<file path="src/rtl/bsp_pkg.sv">
`timescale 1ns/1ps
package bsp_pkg;
    typedef enum logic [1:0] {
        PH_CMD = 2'd0,
        PH_HSK = 2'd1,
        PH_DAT = 2'd2,
        PH_ACK = 2'd3
    } bsp_phase_e;
endpackage

</file>
<file path="src/rtl/bsp_sclk_edge.sv">
`timescale 1ns/1ps
module bsp_sclk_edge (
    input  logic clk,
    input  logic rst_n,
    input  logic sclk,
    output logic rise,
    output logic fall
);
    logic sclk_d, sclk_q;

    always_comb begin
        sclk_d = rst_n ? sclk : 1'b0;
    end

    always_ff @(posedge clk) begin
        sclk_q <= sclk_d;
    end

    assign rise = sclk & ~sclk_q;
    assign fall = ~sclk & sclk_q;
endmodule

</file>
<file path="src/rtl/bsp_rx_phase.sv">
`timescale 1ns/1ps
module bsp_rx_phase
    import bsp_pkg::*;
#(
    parameter int BYTE_W = 8
) (
    input  logic              clk,
    input  logic              rst_n,
    input  logic              rise,
    input  logic              bus_state,
    input  logic              sdi,
    output bsp_phase_e        phase,
    output logic [BYTE_W-1:0] rx_byte,
    output logic              rx_valid,
    output logic              rx_last,
    output logic              proto_err
);
    localparam int CNT_W = $clog2(BYTE_W);
    localparam logic [CNT_W-1:0] LAST_BIT = CNT_W'(BYTE_W - 1);
    localparam logic [CNT_W-1:0] MIN_BITS = CNT_W'(BYTE_W - 2);

    typedef struct packed {
        bsp_phase_e        phase;
        logic [BYTE_W-1:0] shreg;
        logic [CNT_W-1:0]  bitcnt;
        logic              got_byte;
        logic              pend;
        logic              bs_ref;
        logic [BYTE_W-1:0] out_byte;
        logic              valid;
        logic              last;
        logic              err;
    } rx_state_t;

    rx_state_t d, q;
    logic [BYTE_W-1:0] sh_next;
    logic              byte_done;
    logic [1:0]        phase_inc;

    always_comb begin
        sh_next   = {q.shreg[BYTE_W-2:0], sdi};
        byte_done = (q.bitcnt == LAST_BIT);
        phase_inc = q.phase + 2'd1;
        d         = q;
        d.valid   = 1'b0;
        d.last    = 1'b0;
        d.err     = 1'b0;
        if (!rst_n) begin
            d.phase    = PH_CMD;
            d.shreg    = '0;
            d.bitcnt   = '0;
            d.got_byte = 1'b0;
            d.pend     = 1'b0;
            d.bs_ref   = bus_state;
            d.out_byte = '0;
        end else if (rise) begin
            if (q.pend) begin
                if (byte_done) begin
                    d.out_byte = sh_next;
                    d.valid    = 1'b1;
                    d.last     = 1'b1;
                end
                d.phase    = bsp_phase_e'(phase_inc);
                d.shreg    = '0;
                d.bitcnt   = '0;
                d.got_byte = 1'b0;
                d.pend     = 1'b0;
                d.bs_ref   = bus_state;
            end else if ((bus_state != q.bs_ref) && !q.got_byte && (q.bitcnt < MIN_BITS)) begin
                d.bs_ref   = bus_state;
                d.err      = 1'b1;
                d.phase    = PH_CMD;
                d.shreg    = '0;
                d.bitcnt   = '0;
                d.got_byte = 1'b0;
            end else begin
                if (bus_state != q.bs_ref) begin
                    d.bs_ref = bus_state;
                    d.pend   = 1'b1;
                end
                d.shreg = sh_next;
                if (byte_done) begin
                    d.out_byte = sh_next;
                    d.valid    = 1'b1;
                    d.bitcnt   = '0;
                    d.got_byte = 1'b1;
                end else begin
                    d.bitcnt = q.bitcnt + 1'b1;
                end
            end
        end
    end

    always_ff @(posedge clk) begin
        q <= d;
    end

    assign phase     = q.phase;
    assign rx_byte   = q.out_byte;
    assign rx_valid  = q.valid;
    assign rx_last   = q.last;
    assign proto_err = q.err;

    AST_PHASE_STEP: assert property (@(posedge clk) disable iff (!rst_n)
        ((phase != $past(phase)) && !proto_err) |-> (phase == 2'($past(phase) + 2'd1)))
        else $error("phase skipped a step");
    AST_ERR_TO_CMD: assert property (@(posedge clk) disable iff (!rst_n)
        proto_err |-> (phase == PH_CMD))
        else $error("error without return to command");
    AST_ERR_NO_BYTE: assert property (@(posedge clk) disable iff (!rst_n)
        proto_err |-> !rx_valid)
        else $error("error together with a strobe");
    AST_LAST_NEEDS_VALID: assert property (@(posedge clk) disable iff (!rst_n)
        rx_last |-> rx_valid)
        else $error("last flag without strobe");
    AST_VALID_PULSE: assert property (@(posedge clk) disable iff (!rst_n)
        rx_valid |=> !rx_valid)
        else $error("strobe longer than one cycle");
    AST_VALID_ON_RISE: assert property (@(posedge clk) disable iff (!rst_n)
        rx_valid |-> $past(rise))
        else $error("strobe without serial clock rise");
endmodule

</file>
<file path="src/rtl/bsp_ready_tx.sv">
`timescale 1ns/1ps
module bsp_ready_tx #(
    parameter int                BYTE_W = 8,
    parameter logic [BYTE_W-1:0] PAT_A  = 8'hAA,
    parameter logic [BYTE_W-1:0] PAT_B  = 8'h55
) (
    input  logic clk,
    input  logic rst_n,
    input  logic fall,
    input  logic ready_req,
    input  logic ready_sel,
    output logic sdo,
    output logic sdo_oe
);
    localparam int TCW = $clog2(BYTE_W + 1);
    localparam logic [TCW-1:0] ALL_SENT = TCW'(BYTE_W);

    typedef struct packed {
        logic              act;
        logic [TCW-1:0]    cnt;
        logic [BYTE_W-1:0] sh;
        logic              oe;
        logic              sdo;
    } tx_state_t;

    tx_state_t d, q;

    always_comb begin
        d = q;
        if (!rst_n) begin
            d = '0;
        end else if (q.act) begin
            if (fall) begin
                if (q.cnt != ALL_SENT) begin
                    d.sdo = q.sh[BYTE_W-1];
                    d.sh  = {q.sh[BYTE_W-2:0], 1'b0};
                    d.oe  = 1'b1;
                    d.cnt = q.cnt + 1'b1;
                end else begin
                    d.sdo = 1'b0;
                    d.oe  = 1'b0;
                    d.act = 1'b0;
                    d.cnt = '0;
                end
            end
        end else if (ready_req) begin
            d.act = 1'b1;
            d.cnt = '0;
            d.sh  = ready_sel ? PAT_B : PAT_A;
        end
    end

    always_ff @(posedge clk) begin
        q <= d;
    end

    assign sdo    = q.sdo;
    assign sdo_oe = q.oe;

    AST_OE_RISES_ON_FALL: assert property (@(posedge clk) disable iff (!rst_n)
        $rose(sdo_oe) |-> $past(fall))
        else $error("driver enabled off a falling edge");
    AST_OE_DROPS_ON_FALL: assert property (@(posedge clk) disable iff (!rst_n)
        $fell(sdo_oe) |-> $past(fall))
        else $error("driver released off a falling edge");
    AST_SDO_HOLD: assert property (@(posedge clk) disable iff (!rst_n)
        (sdo_oe && !$past(fall)) |-> $stable(sdo))
        else $error("data changed between falling edges");
    AST_RELEASED_LOW: assert property (@(posedge clk) disable iff (!rst_n)
        !sdo_oe |-> !sdo)
        else $error("released line not low");
endmodule

</file>
<file path="src/rtl/bsp_phase_tracker.sv">
`timescale 1ns/1ps
module bsp_phase_tracker
    import bsp_pkg::*;
#(
    parameter int                BYTE_W = 8,
    parameter logic [BYTE_W-1:0] PAT_A  = 8'hAA,
    parameter logic [BYTE_W-1:0] PAT_B  = 8'h55
) (
    input  logic              clk,
    input  logic              rst_n,
    input  logic              sclk,
    input  logic              bus_state,
    input  logic              sdi,
    input  logic              ready_req,
    input  logic              ready_sel,
    output logic [1:0]        phase,
    output logic [BYTE_W-1:0] rx_byte,
    output logic              rx_valid,
    output logic              rx_last,
    output logic              proto_err,
    output logic              sdo,
    output logic              sdo_oe
);
    logic       rise, fall;
    bsp_phase_e phase_e;

    bsp_sclk_edge u_edge (
        .clk   (clk),
        .rst_n (rst_n),
        .sclk  (sclk),
        .rise  (rise),
        .fall  (fall)
    );

    bsp_rx_phase #(.BYTE_W(BYTE_W)) u_rx (
        .clk       (clk),
        .rst_n     (rst_n),
        .rise      (rise),
        .bus_state (bus_state),
        .sdi       (sdi),
        .phase     (phase_e),
        .rx_byte   (rx_byte),
        .rx_valid  (rx_valid),
        .rx_last   (rx_last),
        .proto_err (proto_err)
    );

    bsp_ready_tx #(.BYTE_W(BYTE_W), .PAT_A(PAT_A), .PAT_B(PAT_B)) u_tx (
        .clk       (clk),
        .rst_n     (rst_n),
        .fall      (fall),
        .ready_req (ready_req),
        .ready_sel (ready_sel),
        .sdo       (sdo),
        .sdo_oe    (sdo_oe)
    );

    assign phase = phase_e;

    AST_RESET_STATE: assert property (@(posedge clk)
        !$past(rst_n) |-> ((phase == 2'd0) && !sdo_oe && !rx_valid && !proto_err))
        else $error("reset state wrong");
endmodule

</file>
<file path="config.mk">
export PLATFORM = sky130hd
export DESIGN_NAME = bsp_phase_tracker
export DESIGN_NICKNAME = d
export VERILOG_FILES = /design/src/rtl/bsp_pkg.sv /design/src/rtl/bsp_sclk_edge.sv /design/src/rtl/bsp_rx_phase.sv /design/src/rtl/bsp_ready_tx.sv /design/src/rtl/bsp_phase_tracker.sv
export SDC_FILE = /design/constraint.sdc
export NUM_CORES = 1
export LEC_CHECK = 0
export ABC_AREA = 1
export BUFFER_PORTS_ARGS = -buffer_cell sky130_fd_sc_hd__buf_2
export CAP_MARGIN = 20
export CORE_MARGIN = 2
export CORE_UTILIZATION = 37
export DETAILED_ROUTE_END_ITERATION = 8
export SYNTH_ARGS = -nofsm -noshare
export SYNTH_HDL_FRONTEND = slang
export SYNTH_HIERARCHICAL = 1
export SYNTH_SLANG_ARGS = --single-unit
</file>
<file path="constraint.sdc">
create_clock -name clk -period 4.1 [get_ports clk]
set_input_delay 1.23 -clock clk [delete_from_list [all_inputs] [get_ports clk]]
set_output_delay 1.23 -clock clk [all_outputs]
set_load 0.005 [all_outputs]
</file>
* After elaboration in Yosys (flattened, before gate mapping)
Cells that the tools add are included.
** Operators by class
- Add/sub/neg operators :: 3
- Reduce and logical (&&, ||, !) cells :: 16
- Magnitude comparators :: 1
- Multiplexer cells :: 24
- Bitwise logic cells :: 6
- Equality and inequality tests :: 8
** Operators with widths (number)
- 2-to-1 mux 9 bit :: 3
- 2-to-1 mux 13 bit :: 2
- 2-to-1 mux 25 bit :: 1
- 2-to-1 mux 12 bit :: 2
- 2-to-1 mux 8 bit :: 2
- 2-to-1 mux 15 bit :: 1
- AND reduction 2 bit :: 6
- 2-to-1 mux 10 bit :: 1
- AND reduction 3 bit :: 3
- 2-to-1 mux 1 bit :: 7
- 2-to-1 mux 2 bit :: 3
- adder 4 x 1 -> 4 bit (second input constant) :: 1
- 2-to-1 mux 4 bit :: 1
- != test 2 x 1 -> 1 bit (second input constant) :: 2
- != test 2 bit (second input constant) :: 2
- != test 4 x 1 -> 1 bit (second input constant) :: 1
- != test 4 bit (second input constant) :: 1
- NOT 1 bit :: 4
- nonzero test 2 bit :: 2
- adder 3 x 1 -> 3 bit (second input constant) :: 1
- equality test 3 bit (second input constant) :: 1
- < comparator 3 bit (second input constant) :: 1
- 2-to-1 mux 3 bit :: 1
- nonzero test 3 bit :: 1
- other kinds (6) :: 8
** Storage, ports and cells
- Bits in registers :: 42
- Output and inout port bits :: 15
- Input bits :: 7

* Logic depth before layout (Yosys ltp)
- Word-level depth :: 7
- Mapped depth :: 9

* Modules after synthesis
Netlist, hierarchy kept.
** By module, submodules not included
- bsp_rx_phase :: area an instance 1193.6 um2, instances 1, seq. area each 530.5 um2, cells each 158
- bsp_ready_tx :: area an instance 749.5 um2, instances 1, seq. area each 300.3 um2, cells each 108
- bsp_sclk_edge :: area an instance 45.0 um2, instances 1, seq. area each 20.0 um2, cells each 7

* Least setup slack after synthesis
Ideal clock, no wire load.
- Path type :: in2reg
- Start :: in bus_state
- End :: reg u_rx/q[11] (netlist name) (data pin)
- Path buffers :: 0
- Arrival :: 1997 ps
- Stages on the path :: 8
- Slack :: 1850 ps
- Cell sequence :: ha_1 > nor2_4 > nand2_2 > nand2_2 > nand2_2 > nand2_1 > nand2_1 > nand2_1
** RTL lines
- start, declared :: RTL line bsp_phase_tracker.sv:12 : input logic bus_state,
- end signal, assigned :: RTL line bsp_rx_phase.sv:95 : q <= d;
- end, declared :: RTL line bsp_rx_phase.sv:35 : rx_state_t d, q;

* Final worst setup path
- Start :: in sclk
- End :: reg u_rx/q[11] (netlist name), enable pin
** Between the ends
- Cells in the longest elaborated chain, start to end :: 3
** RTL lines
- start, declared :: RTL line bsp_phase_tracker.sv:11 : input logic sclk,
- bitwise AND 1 bit :: RTL line bsp_sclk_edge.sv:19 : assign rise = sclk & ~sclk_q;
- named net rise :: RTL line bsp_phase_tracker.sv:24 : logic rise, fall;
- != test 2 x 1 -> 1 bit (no line)
- AND reduction 2 bit (no line)
The timed path passes the listed nets, and every way through them passes these cells.
A chain may end at the register's enable or synchronous reset.

==> impl_metrics.csv <==
group,metric,value,unit
worst_setup_path,path_cells,"buf_2 -> inv_1 -> nor2_2 -> inv_2 -> o211ai_1",
power_and_ir_drop,comb_power_share,12.3,%
logic_synthesis,synth_mux_area_share,0,%
cts,clkSinkCount,42,
sta,worst_slew_pin_slew,0.4904,ns
finish,area_delta_synth_final,8.559,%
worst_setup_path,r2r_start,"u_rx/q[11]$_DFFE_PP_",
finish,final_common_cell,"nor2_1",
cts,cts_root_buf,"clkbuf_8",
floorplanning,start_util,38.68,%
logic_synthesis,synthXorXnorAreaFrac,0,%
global_routing,grt_pass1_wl,6210,µm
logic_synthesis,netlist_instances,273,
worst_setup_path,cp.required,4.10,ns
sta,setup_violations,0,
sta,relSlewSlack,67.31,%
finish,multiInputGateArea,892.1,µm²
logic_synthesis,syn_nets,285,
cts,clockBufferDepth,2,
logic_synthesis,yosysWarningCount,6,
worst_hold_path,hp-class,"reg -> reg",
worst_setup_path,critPathLaunchType,"primary input",
global_routing,grt.overflow.total,0,
place,place_area,2067,µm²
cts,cts-hold-fix-buffers,0,
finish,nets,297,
logic_synthesis,netlist_area,1988,µm²
floorplanning,rows,26,
sta,slew_violations,0,
logic_synthesis,synth_compound_area_share,8.811,%
place,port_buffers,21,
worst_setup_path,crit_family,"buffers and inverters",
worst_setup_path,crit_path_max_incr_delay,0.36,ns
sta,final_hold_viol_count,0,
finish,ff_latch_area,850.8,µm²
worst_setup_path,arrival,2.22,ns
place,gp_congestion,0.8051,
worst_setup_path,slowest_stage,"nor2_2",
logic_synthesis,synth_seq_cells,42,
worst_setup_path,worstSetupPathType,"in -> reg",
floorplanning,dieArea,5976,µm²
power_and_ir_drop,powerDensity,379.1,nW/µm²
route,met3_length,135,µm
cts,clk_latency,0.30,ns
route,met1Wirelength,1841,µm
power_and_ir_drop,p_switching,0.0002344,W
power_and_ir_drop,power_leakage,0.9944,nW
route,wl_per_cell,9.837,µm
sta,min_period_over_period,54.06,%
route,routed_wirelength,3502,µm
route,first_pass_iters,4,
sta,finalClockSkew,0.01057,ns
logic_synthesis,yosysSeqAreaShare,42.79,%
cts,numCtsBuffers,5,
sta,rsz0062_at_grt,"false",
logic_synthesis,synth_area_per_cell,7.283,µm²
route,wl_met2,1492,µm
global_routing,grt.total_usage,12.75,%
route,top_layer_used,"met4",
finish,num-fill-cells,566,
floorplanning,dieWidth,77.31,µm
worst_hold_path,min_from,"u_tx/q[9]$_SDFFE_PN0P_",
route,vias_per_cell,4.562,
cts,cts_tree,"done",
cts,clk_pin_slew,0.09,ns
global_routing,first_global_vias,1473,
global_routing,grt_max_degree,29,
finish,postLayoutCellArea,2158,µm²
finish,antenna_cells,0,
cts,cts.repair.resized,0,
finish,layout-drive-gt1-share,17.13,%
route,drc,0,
global_routing,antenna_found_initial,0,
worst_setup_path,end_kind,"register",
route,drtAntennaViolNets,0,
worst_setup_path,path_buf_inv,3,
power_and_ir_drop,p_sw_share,28.64,%
sta,fin_tns_setup,0,ns
floorplanning,ios,22,
power_and_ir_drop,p_seq_share,53.3,%
logic_synthesis,synth_top_family_by_area,"simple AND/OR/NAND/NOR gates",
job,maxCapViolCount,0,
floorplanning,core_area,5140,µm²
floorplanning,die_y,77.31,µm
power_and_ir_drop,ir_drop,266.1,µV
power_and_ir_drop,clock_power_share,34.4,%
logic_synthesis,synthAdderAreaFrac,3.147,%
cts,htreeDepth,2,
sta,hold_slack,0.4647,ns
finish,layout_common_cells,"nor2_1 (49), nand2_1 (48), dfxtp_1 (41)",
route,first_iter_violations,89,
worst_setup_path,critical_path.max_fanout,19,
place,hpwlAfterDp,2484,µm
logic_synthesis,yosys.area_share.simple,32.91,%
worst_setup_path,critPathLaunch,"sclk",
sta,fin_crit,2.217,ns
outcome,status,"complete, no violations",
sta,fmax,0.4512,GHz
route,vias,1624,
logic_synthesis,yosysUniqueCellTypes,26,
power_and_ir_drop,cell_internal_pwr,0.0005839,W
cts,cts_setup_buffers,0,
metrics by stage:
step | setup WS, ns | std cells | util [%] | total power (W)
floorplan | 1.850 | 273 | - | 0.0005281
global placement | 1.581 | 348 | 40.21 | 0.0005467
detailed placement | 1.564 | 348 | 40.21 | 0.0005472
CTS | 1.887 | 356 | 41.99 | 0.0008300
global route | 1.757 | 356 | 41.99 | 0.0008608
finish | 1.883 | 356 | 41.99 | 0.0008183
synth_stat cells:
cell      count  area, µm²
nor2_1       49      183.9
nand2_4       2      22.52
dfxtp_1      41      820.8
o22ai_1       2      12.51
nand2_1      48      180.2
nor3_2        1      10.01
edfxtp_1      1      30.03
inv_2         7      26.28
nand2_2       4      25.02
o211ai_1      1      7.510
inv_1        28      105.1
or2_1         2      12.51
nor3_1        1      5.000
buf_2         4      20.02
nand3_4       1      17.52
nor2_2        2      12.51
o21ai_0       8      40.04
nand3b_1      2      15.01
nand3_1      21      105.1
nand4_1       5      31.28
o21ai_1       5      25.02
a21oi_1      18      90.09
ha_1          5      62.56
buf_4        11      82.58
nor2_4        3      33.78
buf_6         1      11.26
layout make-up:
cell class / instances / area share (%)
clock buffer: 5 / 3.188
clock inverter: 3 / 1.043
inverter: 35 / 6.087
multi-input combinational: 180 / 41.33
sequential: 42 / 39.42
tap: 70 / 4.058
timing repair buffer: 21 / 4.870
worst min-delay path, cell delays in order, from the launching register on:
cell	delay, ns
dfxtp_1	0.31
nand2_1	0.06
a21oi_1	0.05
power by group through the flow:
stage                     clock [W]  sequential [W]  combinational [W]
after global routing       0.000306        0.000438           0.000116
after global placement            0        0.000446           0.000101
final                      0.000281        0.000436           0.000101
after detailed placement          0        0.000446           0.000101
after floorplan                   0        0.000444          0.0000836
after CTS                  0.000292        0.000437           0.000101
state kept, by name, summed over array words and instances (netlist names):
name / flops
u_edge/sclk_q: 1
u_rx/phase: 2
u_rx/proto_err: 1
u_rx/q: 13
u_rx/rx_byte: 8
u_rx/rx_last: 1
u_rx/rx_valid: 1
u_tx/q: 13
u_tx/sdo: 1
u_tx/sdo_oe: 1
layer usage:
layer  vias up  track usage [%]
met3         4            3.412
met4         0            4.821
met1       711            15.63
li1        880                -
met5         -                0
met2        29            21.30
path summary, 6_finish.rpt:
check                                              to  slack, ns  cells after the start
worst max-delay path             u_rx/q[11]$_DFFE_PP_       1.88                      5
worst max register to register   u_rx/q[11]$_DFFE_PP_       2.62                      9
worst min register to register  u_tx/sdo$_SDFFE_PN0P_       0.46                      2
worst min-delay path            u_tx/sdo$_SDFFE_PN0P_       0.46                      2
logic make-up (layout without fill, tap and decap cells):
group           Yosys count  count (layout)
simple gates            141             141
buf+inv                  51              64
flops                    42              42
compound gates           34              34
fa+ha+maj                 5               5
Power figures use the tool's default switching activity.
